[src/rtl/afskd_pkg.sv]
// Shared types and defaults for the delay-multiply tone discriminator.
package afskd_pkg;
    // Filter feedback coefficient choice.
    typedef enum logic {
        FILT_HALF = 1'b0,   // y[n-1] * 1/2
        FILT_FRAC = 1'b1    // y[n-1] * (1/2 + 1/8 + 1/32)
    } filt_mode_e;

    localparam int unsigned SMP_W_DEF  = 8;
    localparam int unsigned LAG_DEF    = 4;
    localparam int unsigned ACC_W_DEF  = 16;
    localparam int unsigned HIST_W_DEF = 8;
    localparam int unsigned PSHIFT_DEF = 2;
endpackage

[src/rtl/afskd_delay.sv]
// Lag line: holds the last LAG accepted samples.
// tap_o is the sample accepted LAG strobes ago. It is read in the same cycle
// in which din_i is written, so the caller always sees the old value.
// Assumes: shift_i is a single-cycle strobe per sample.
module afskd_delay #(
    parameter int unsigned W   = 8,
    parameter int unsigned LAG = 4
) (
    input  logic                clk,
    input  logic                rst_n,
    input  logic                shift_i,
    input  logic signed [W-1:0] din_i,
    output logic signed [W-1:0] tap_o
);
    logic signed [W-1:0] stage_q [LAG];

    // Stage 0 loads the new sample on each strobe.
    always_ff @(posedge clk) begin
        if (!rst_n)       stage_q[0] <= '0;
        else if (shift_i) stage_q[0] <= din_i;
    end

    // Each later stage takes the previous one on each strobe.
    for (genvar gi = 1; gi < LAG; gi++) begin : g_stage
        always_ff @(posedge clk) begin
            if (!rst_n)       stage_q[gi] <= '0;
            else if (shift_i) stage_q[gi] <= stage_q[gi-1];
        end
    end

    assign tap_o = stage_q[LAG-1];

    // a new sample enters stage 0 on every strobe.
    a_r3_stage_load: assert property (@(posedge clk) disable iff (!rst_n)
        shift_i |=> stage_q[0] == $past(din_i));
    // without a strobe the lag line holds.
    a_r2_tap_hold: assert property (@(posedge clk) disable iff (!rst_n)
        !shift_i |=> $stable(tap_o));
endmodule

[src/rtl/afskd_lpf.sv]
// Product and low-pass stage. It forms x = (a*b) >>> PSHIFT and
// y = x + x_prev + fb(y_prev), where fb is one or three right shifts of y_prev.
// y_next_o is combinational, for slicing in the same step. y_o is the held state.
// Assumes: ACC_W is at least 2*IN_W, so that the sum cannot wrap.
module afskd_lpf
    import afskd_pkg::*;
#(
    parameter int unsigned IN_W   = 8,
    parameter int unsigned ACC_W  = 16,
    parameter int unsigned PSHIFT = 2
) (
    input  logic                    clk,
    input  logic                    rst_n,
    input  logic                    mode_cfg_i,
    input  logic                    step_i,
    input  logic signed [IN_W-1:0]  a_i,
    input  logic signed [IN_W-1:0]  b_i,
    output logic signed [ACC_W-1:0] y_next_o,
    output logic signed [ACC_W-1:0] y_o
);
    localparam int unsigned PROD_W = 2 * IN_W;
    localparam int unsigned WIDE_W = ACC_W + 3;

    filt_mode_e               mode_q;
    logic signed [PROD_W-1:0] prod;
    logic signed [ACC_W-1:0]  x_new, x_q, y_q, fb;

    // Signed product, then scaled down arithmetically.
    always_comb begin
        prod  = a_i * b_i;
        x_new = ACC_W'(prod >>> PSHIFT);
    end

    // Feedback built from right shifts of the previous output.
    always_comb begin
        fb = y_q >>> 1;
        if (mode_q == FILT_FRAC) fb = fb + (y_q >>> 3) + (y_q >>> 5);
    end

    assign y_next_o = x_new + x_q + fb;
    assign y_o      = y_q;

    // Coefficient select is captured only while reset is held.
    always_ff @(posedge clk) begin
        if (!rst_n) mode_q <= filt_mode_e'(mode_cfg_i);
    end

    // Filter state advances on each sample strobe.
    always_ff @(posedge clk) begin
        if (!rst_n) begin
            x_q <= '0;
            y_q <= '0;
        end else if (step_i) begin
            x_q <= x_new;
            y_q <= y_next_o;
        end
    end

    // Wide shadow of the sum, used only by the overflow check.
    logic signed [WIDE_W-1:0] sum_wide;
    always_comb begin
        sum_wide = WIDE_W'(x_new) + WIDE_W'(x_q) + WIDE_W'(y_q >>> 1);
        if (mode_q == FILT_FRAC)
            sum_wide = sum_wide + WIDE_W'(y_q >>> 3) + WIDE_W'(y_q >>> 5);
    end

    // the narrow filter sum never differs from the wide one.
    a_r10_no_overflow: assert property (@(posedge clk) disable iff (!rst_n)
        step_i |-> sum_wide == WIDE_W'(y_next_o));
    // the coefficient select is frozen once reset is released.
    a_r9_mode_frozen: assert property (@(posedge clk) disable iff (!rst_n)
        $past(rst_n) |-> $stable(mode_q));
    // x[n-1] is the x[n] of the previous strobe.
    a_r4_prev_input: assert property (@(posedge clk) disable iff (!rst_n)
        step_i |=> x_q == $past(x_new));
endmodule

[src/rtl/fsk_discrim.sv]
// Delay-multiply tone discriminator (top). It multiplies each sample by the
// sample LAG strobes earlier, low-pass filters the product, slices the result
// by sign, and keeps a history of the sliced bits.
// Assumes: one sample per smp_valid_i pulse, and filt_frac_i steady during reset.
module fsk_discrim
    import afskd_pkg::*;
#(
    parameter int unsigned SMP_W  = SMP_W_DEF,
    parameter int unsigned LAG    = LAG_DEF,
    parameter int unsigned ACC_W  = ACC_W_DEF,
    parameter int unsigned HIST_W = HIST_W_DEF,
    parameter int unsigned PSHIFT = PSHIFT_DEF
) (
    input  logic              clk,
    input  logic              rst_n,
    input  logic              filt_frac_i,
    input  logic              smp_valid_i,
    input  logic [SMP_W-1:0]  smp_i,
    output logic              bit_o,
    output logic              bit_valid_o,
    output logic [HIST_W-1:0] hist_o
);
    logic signed [SMP_W-1:0] lagged;
    logic signed [ACC_W-1:0] y_next, y_held;
    logic                    slice;

    afskd_delay #(.W(SMP_W), .LAG(LAG)) u_delay (
        .clk     (clk),
        .rst_n   (rst_n),
        .shift_i (smp_valid_i),
        .din_i   ($signed(smp_i)),
        .tap_o   (lagged)
    );

    afskd_lpf #(.IN_W(SMP_W), .ACC_W(ACC_W), .PSHIFT(PSHIFT)) u_lpf (
        .clk        (clk),
        .rst_n      (rst_n),
        .mode_cfg_i (filt_frac_i),
        .step_i     (smp_valid_i),
        .a_i        ($signed(smp_i)),
        .b_i        (lagged),
        .y_next_o   (y_next),
        .y_o        (y_held)
    );

    // Sign slicer: strictly positive gives 1.
    assign slice = !y_next[ACC_W-1] && (y_next != '0);

    // Register the sliced bit, its strobe and the bit history.
    always_ff @(posedge clk) begin
        if (!rst_n) begin
            bit_o       <= 1'b0;
            bit_valid_o <= 1'b0;
            hist_o      <= '0;
        end else begin
            bit_valid_o <= smp_valid_i;
            if (smp_valid_i) begin
                bit_o  <= slice;
                hist_o <= {hist_o[HIST_W-2:0], slice};
            end
        end
    end

    // a strobe in gives a strobe out one cycle later, and only then.
    a_r2_strobe_follow: assert property (@(posedge clk) disable iff (!rst_n)
        smp_valid_i |=> bit_valid_o);
    a_r2_no_spurious: assert property (@(posedge clk) disable iff (!rst_n)
        !smp_valid_i |=> !bit_valid_o);
    a_r2_hist_hold: assert property (@(posedge clk) disable iff (!rst_n)
        !smp_valid_i |=> $stable(hist_o) && $stable(bit_o));
    // older bits move up by one on every strobe.
    a_r8_hist_shift: assert property (@(posedge clk) disable iff (!rst_n)
        smp_valid_i |=> hist_o[HIST_W-1:1] == $past(hist_o[HIST_W-2:0]));
    // the registered bit agrees with the sign of the held filter state.
    a_r7_slice_sign: assert property (@(posedge clk) disable iff (!rst_n)
        bit_valid_o |-> bit_o == (!y_held[ACC_W-1] && (y_held != '0)));
endmodule

[config.mk]
export PLATFORM = sky130hd
export DESIGN_NAME = fsk_discrim
export DESIGN_NICKNAME = d
export VERILOG_FILES = /design/src/rtl/afskd_pkg.sv /design/src/rtl/afskd_delay.sv /design/src/rtl/afskd_lpf.sv /design/src/rtl/fsk_discrim.sv
export SDC_FILE = /design/constraint.sdc
export NUM_CORES = 1
export LEC_CHECK = 0
export ABC_AREA = 1
export CORE_ASPECT_RATIO = 0.8
export CORE_UTILIZATION = 61
export DETAILED_ROUTE_END_ITERATION = 16
export PLACE_DENSITY = 0.8
export SKIP_LAST_GASP = 1
export SLEW_MARGIN = 25
export SYNTH_ARGS = -nofsm -noshare
export SYNTH_HDL_FRONTEND = slang
export SYNTH_SLANG_ARGS = --single-unit
export TNS_END_PERCENT = 5
[constraint.sdc]
create_clock -name clk -period 8.87 [get_ports clk]
set_clock_uncertainty 0.15 [all_clocks]
set_input_delay 0.887 -clock clk [delete_from_list [all_inputs] [get_ports clk]]
set_output_delay 0.887 -clock clk [all_outputs]
set_load 0.01 [all_outputs]
## After elaboration in Yosys (flattened, before gate mapping)

Memories as Yosys holds them, arrays and structs flattened.
Cells that the tools add are included.

| word-level totals | value |
|---|---|
| register bits | 41 |
| input port bits | 12 |
| memories kept | 1 |
| output and inout port bits | 10 |
| word-level logic and storage cells | 28 |
| memory bits (writable) | 32 |

| cells by class | value |
|---|---|
| reduce and logical (&&, ||, !) cells | 3 |
| bitwise gates (word level) | 4 |
| multiply operators | 1 |
| add/sub/neg operators | 4 |
| muxes and demuxes | 9 |

Memory list:

| memory | depth | width | read ports | clocked after memory_dff | write ports | line | source |
|---|---|---|---|---|---|---|---|
| u_delay.stage_q | 4 | 8 | 4 | 0 | 4 | afskd_delay.sv:15 | `logic signed [W-1:0] stage_q [LAG];` |

Operators with widths:

| operator | count |
|---|---|
| $mux W8 | 4 |
| $add A15 B13 Y16 | 1 |
| $add A16 B11 Y16 | 1 |
| $add A16 B16 Y16 | 1 |
| $mul A8 B8 Y16 | 1 |
| $mux W16 | 1 |
| $reduce_bool A16 Y1 | 1 |
| $add A14 B14 Y15 | 1 |
| $mux W1 | 4 |
| $or A1 B1 Y1 | 4 |
| $logic_and A1 B1 Y1 | 1 |
| $logic_not A1 Y1 | 1 |

## Logic depth before layout (Yosys ltp)

| logic depth | value |
|---|---|
| depth in word-level cells | 6 |
| gate-level depth with buffers | 38 |

## Modules after synthesis

A second synthesis with hierarchy kept.

| unflattened totals | value |
|---|---|
| cells, all modules | 1,067 |
| area, all modules | 8,018.9 um^2 |

Modules (own cells, without submodules):

| module | instances | cells an instance | area each (um^2) | sequential area each (um^2) |
|---|---|---|---|---|
| afskd_lpf | 1 | 911 | 6,312.3 | 630.6 |
| afskd_delay | 1 | 102 | 1,338.8 | 960.9 |
| fsk_discrim | 1 | 54 | 367.9 | 180.2 |

## Least setup slack after synthesis

OpenSTA, ideal clock, no wires.

| path | value |
|---|---|
| kind | input to register |
| from | in smp_i[6] |
| to | reg hist_o[0] |
| path slack | 2.112 ns |
| stages | 34 |
| arrival time | 6.495 ns |
| cells stage by stage | clkbuf_1 nand2_1 fa_1 fa_1 inv_1 fa_1 inv_1 fa_1 inv_1 ha_1 nand2_1 o21ai_0 a21oi_1 inv_1 a31oi_1 or2_2 nand2_1 inv_1 ha_1 inv_1 nor3_1 nand2_1 o21ai_0 xor2_1 ha_1 inv_1 nor3_1 nand3_1 nand2_1 nand2_1 nand2_1 nand4_1 nand3_1 nand2_1 |

| between the ends | value |
|---|---|
| longest elaborated chain between the ends | 5 |
| elaborated cells between the ends (all ways) | 6 |
| classes of those cells | add/sub (2); mul (1); reduce/logical (3) |

RTL lines:

| item | line | source |
|---|---|---|
| start: declaration | fsk_discrim.sv:18 | `input logic [SMP_W-1:0] smp_i,` |
| $mul A8 B8 Y16 * | afskd_lpf.sv:30 | `prod = a_i * b_i;` |
| via u_lpf.prod[13] | afskd_lpf.sv:25 | `logic signed [PROD_W-1:0] prod;` |
| $add A14 B14 Y15 * | afskd_lpf.sv:40 | `assign y_next_o = x_new + x_q + fb;` |
| $add A16 B16 Y16 * | afskd_lpf.sv:40 |  |
| $reduce_bool A16 Y1 / $logic_not A1 Y1 (equally long branches) | fsk_discrim.sv:47 | `assign slice = !y_next[ACC_W-1] && (y_next != '0);` |
| $logic_and A1 B1 Y1 * | fsk_discrim.sv:47 |  |
| end signal: assignment | fsk_discrim.sv:59 | `hist_o <= {hist_o[HIST_W-2:0], slice};` |
| end: declaration | fsk_discrim.sv:21 | `output logic [HIST_W-1:0] hist_o` |

The timed path passes the listed nets; every way through them passes the cells marked *.
A chain may end at the register's enable or synchronous reset.

## Worst setup path in the final report

Same ends and word-level chain as after synthesis.

==> results_dict.tcl <==
set metrics [dict create \
    place_ws_ns 0.789 \
    cts_tree "built" \
    cts_resized 0 \
    syn2layout_area_growth_pct 7.84 \
    drive_gt1_frac 0.0363 \
    pin_count 22 \
    drtAntennaViolNets 0 \
    grt_max_degree 52 \
    async_flop_share 0 \
    initial_core_util 0.627 \
    wl_per_cell_um 13.5 \
    avgSynthCellArea_um2 7.58 \
    slowest_delay_ns 0.72 \
    fin_crit_sh 0.895 \
    design_area_um2 8220 \
    first_global_vias 5833 \
    hp-class "reg -> reg" \
    fin_crit_ns 7.93 \
    cts_made_buffers 9 \
    antenna_found_initial 0 \
    synth_seq_area_share 0.230 \
    post-dp-hpwl_um 12700 \
    setup_viol 0 \
    ys_types 41 \
    wl_um 15900 \
    rr_worst_depth 35 \
    clock_latency_ns 0.34 \
    fin_nets 1167 \
    clockBufferDepth 2 \
    place_area_um2 7930 \
    postCtsHoldBufs 0 \
    fmax_ghz 0.126 \
    synth_seq_cells 71 \
    yosys.area.top_type "fa_1" \
    slew_viol_final 0 \
    path_max_fanout 9 \
    grt_setup_unrepaired "false" \
    yosys-top-cells-area "fa_1 18%, edfxtp_1 13%, inv_1 12%" \
    finalHoldViolCount 0 \
    synth_top_area_share 0.184 \
    critPathRequiredTime_ns 8.95 \
    cap_viol_max_count 0 \
    setup_ws_ns 0.936 \
    rows 36 \
    tns_ns 0 \
    cp-start-kind "primary input" \
    io_buffers 21 \
    path_class "in -> reg" \
    p_per_area_nw_per_um2 376 \
    yosys_warnings 0 \
    chipHeight_um 102 \
    drc 0 \
    maxSlewHeadroom 0.376 \
    clk_pin_slew_worst_paths_ns 0.06 \
    grt-ovfl-total 0 \
    synth_top_family_by_area "adder cells" \
    worstMarginPinSlew_ns 0.933 \
    leakage_nw 4.42 \
    core_um2 12200 \
    dieArea_um2 13000 \
    htreeDepth 3 \
    ir_drop_mv 0.312 \
    muxShareOfSynthArea 0 \
    fillCellCount 1052 \
    ys.flop_type "dfxtp_1" \
    synth_xor_area_frac 0.0391 \
    diodes 0 \
    grtUsageTotal 0.269 \
    via_per_inst 5.27 \
    cts_sinks 71 \
    post_cts_buffers 0 \
    holdPathStages 2 \
    critical_path.most_common_cell "nand2_1" \
    firstDrtPassIters 5 \
    crit_arrival_ns 8.02 \
    endpoint_kind "flop" \
    status "finished, final reports clean" \
    synth_compound_area_frac 0.0950 \
    synthSimpleGateAreaFrac 0.202 \
    synth_area_um2 7620 \
    gp_congestion 0.965 \
    synth_fp_nets 1159 \
    synth-edff-count 33 \
    vias 6177 \
    critPathSlowestCell "clkdlybuf4s50_1" \
    die_x_um 127 \
    syn_inst 1006 \
    cts-root-buf "clkbuf_16" \
    synthAdderAreaFrac 0.300 \
    grt_pass1_wl_um 27200 \
    drtIter0Drc 400 \
]
power breakdown:
group,leakage (nW),switching [W],internal (W)
clock,0.136,0.000159,0.000196
sequential,0.675,0.0000616,0.000401
combinational,3.61,0.00143,0.000852
registers in the layout (all words and copies together) (netlist names):
signal           flops
u_delay.stage_q     32
u_lpf.y_o           15
u_lpf.x_q           14
hist_o               8
bit_valid_o          1
u_lpf.mode_q         1
synthesized netlist by cell type, types with 5 or more instances:
library cell and instances:
nand4_1 8, o21bai_1 6, nor2_1 69, o21ai_0 34, a31oi_1 5, dfxtp_1 38
edfxtp_1 33, a22o_1 13, o22ai_1 11, xnor2_1 14, inv_1 242, nand3_1 33
a21oi_1 41, ha_1 71, nand2_1 227, nand2_2 6, clkbuf_1 23, fa_1 70
xor2_1 20, nand3b_1 7
cell type report:
type / instances / area (um^2) / area share
well taps: 152 / 190 / 0.0231
repair buffers: 23 / 225 / 0.0274
flip-flops and latches: 71 / 1750 / 0.213
multi-input cells: 665 / 4850 / 0.590
inverters: 244 / 916 / 0.111
clock buffers: 9 / 225 / 0.0274
clock inverters: 7 / 63.8 / 0.00776
cells in the final DEF, fill, tap and decap left out, drive strengths merged, types with 4 or more instances in the layout:
| cell | n |
|---|---|
| ha | 71 |
| xor2 | 20 |
| fa | 70 |
| nand2 | 233 |
| dfxtp | 38 |
| a31oi | 5 |
| clkbuf | 9 |
| o21ai | 39 |
| nor3 | 4 |
| inv | 247 |
| a21oi | 42 |
| nor2 | 70 |
| o21bai | 6 |
| xnor2 | 14 |
| a22o | 13 |
| nand3b | 7 |
| nand3 | 36 |
| nand4 | 8 |
| clkdlybuf4s50 | 21 |
| edfxtp | 33 |
| or2 | 5 |
| o22ai | 11 |
metrics by stage:
step,hold WS [ns],utilization,total power (W),std cells
after floorplan,0.282,-,0.00227,1006
after global placement,0.292,0.652,0.00264,1155
after detailed placement,0.306,0.652,0.00269,1155
after CTS,0.326,0.676,0.00307,1171
after global routing,0.356,0.676,0.00346,1171
final,0.326,0.676,0.00309,1171
path summary, 6_finish.rpt:
check                                       from                         to  slack [ns]
max                                     smp_i[6]     hist_o[0]$_SDFFE_PN0P_        0.94
max reg2reg  u_delay.stage_q[3][0]$_SDFFCE_PN0P_     hist_o[0]$_SDFFE_PN0P_        1.51
min reg2reg            u_lpf.x_q[5]$_SDFFE_PN0P_  u_lpf.x_q[5]$_SDFFE_PN0P_        0.33
min                    u_lpf.x_q[5]$_SDFFE_PN0P_  u_lpf.x_q[5]$_SDFFE_PN0P_        0.33
cell families (layout without fill, tap and decap cells):
kind of cell | Yosys count | after routing
simple gates | 367 | 367
buf+inv | 270 | 283
fa+ha+maj | 141 | 141
compound gates | 123 | 123
flops | 71 | 71
xor+xnor | 34 | 34
routing by layer:
layer	track usage	up-vias	wire length (um)
met5	0	-	0
met4	0.0485	0	100
met3	0.0482	13	1060
met2	0.421	152	6770
met1	0.396	2890	7930
li1	-	3122	-
critical path, delay by kind of cell:
| kind | cells | cell delay (ns) |
|---|---|---|
| AO/OA/AOI/OAI | 4 | 0.83 |
| buffers and inverters | 8 | 1.17 |
| XOR/XNOR | 1 | 0.13 |
| adder cells (fa/ha/maj) | 7 | 3.05 |
| AND/OR/NAND/NOR | 14 | 1.97 |
No activity file was read; power rests on OpenSTA's default activity.
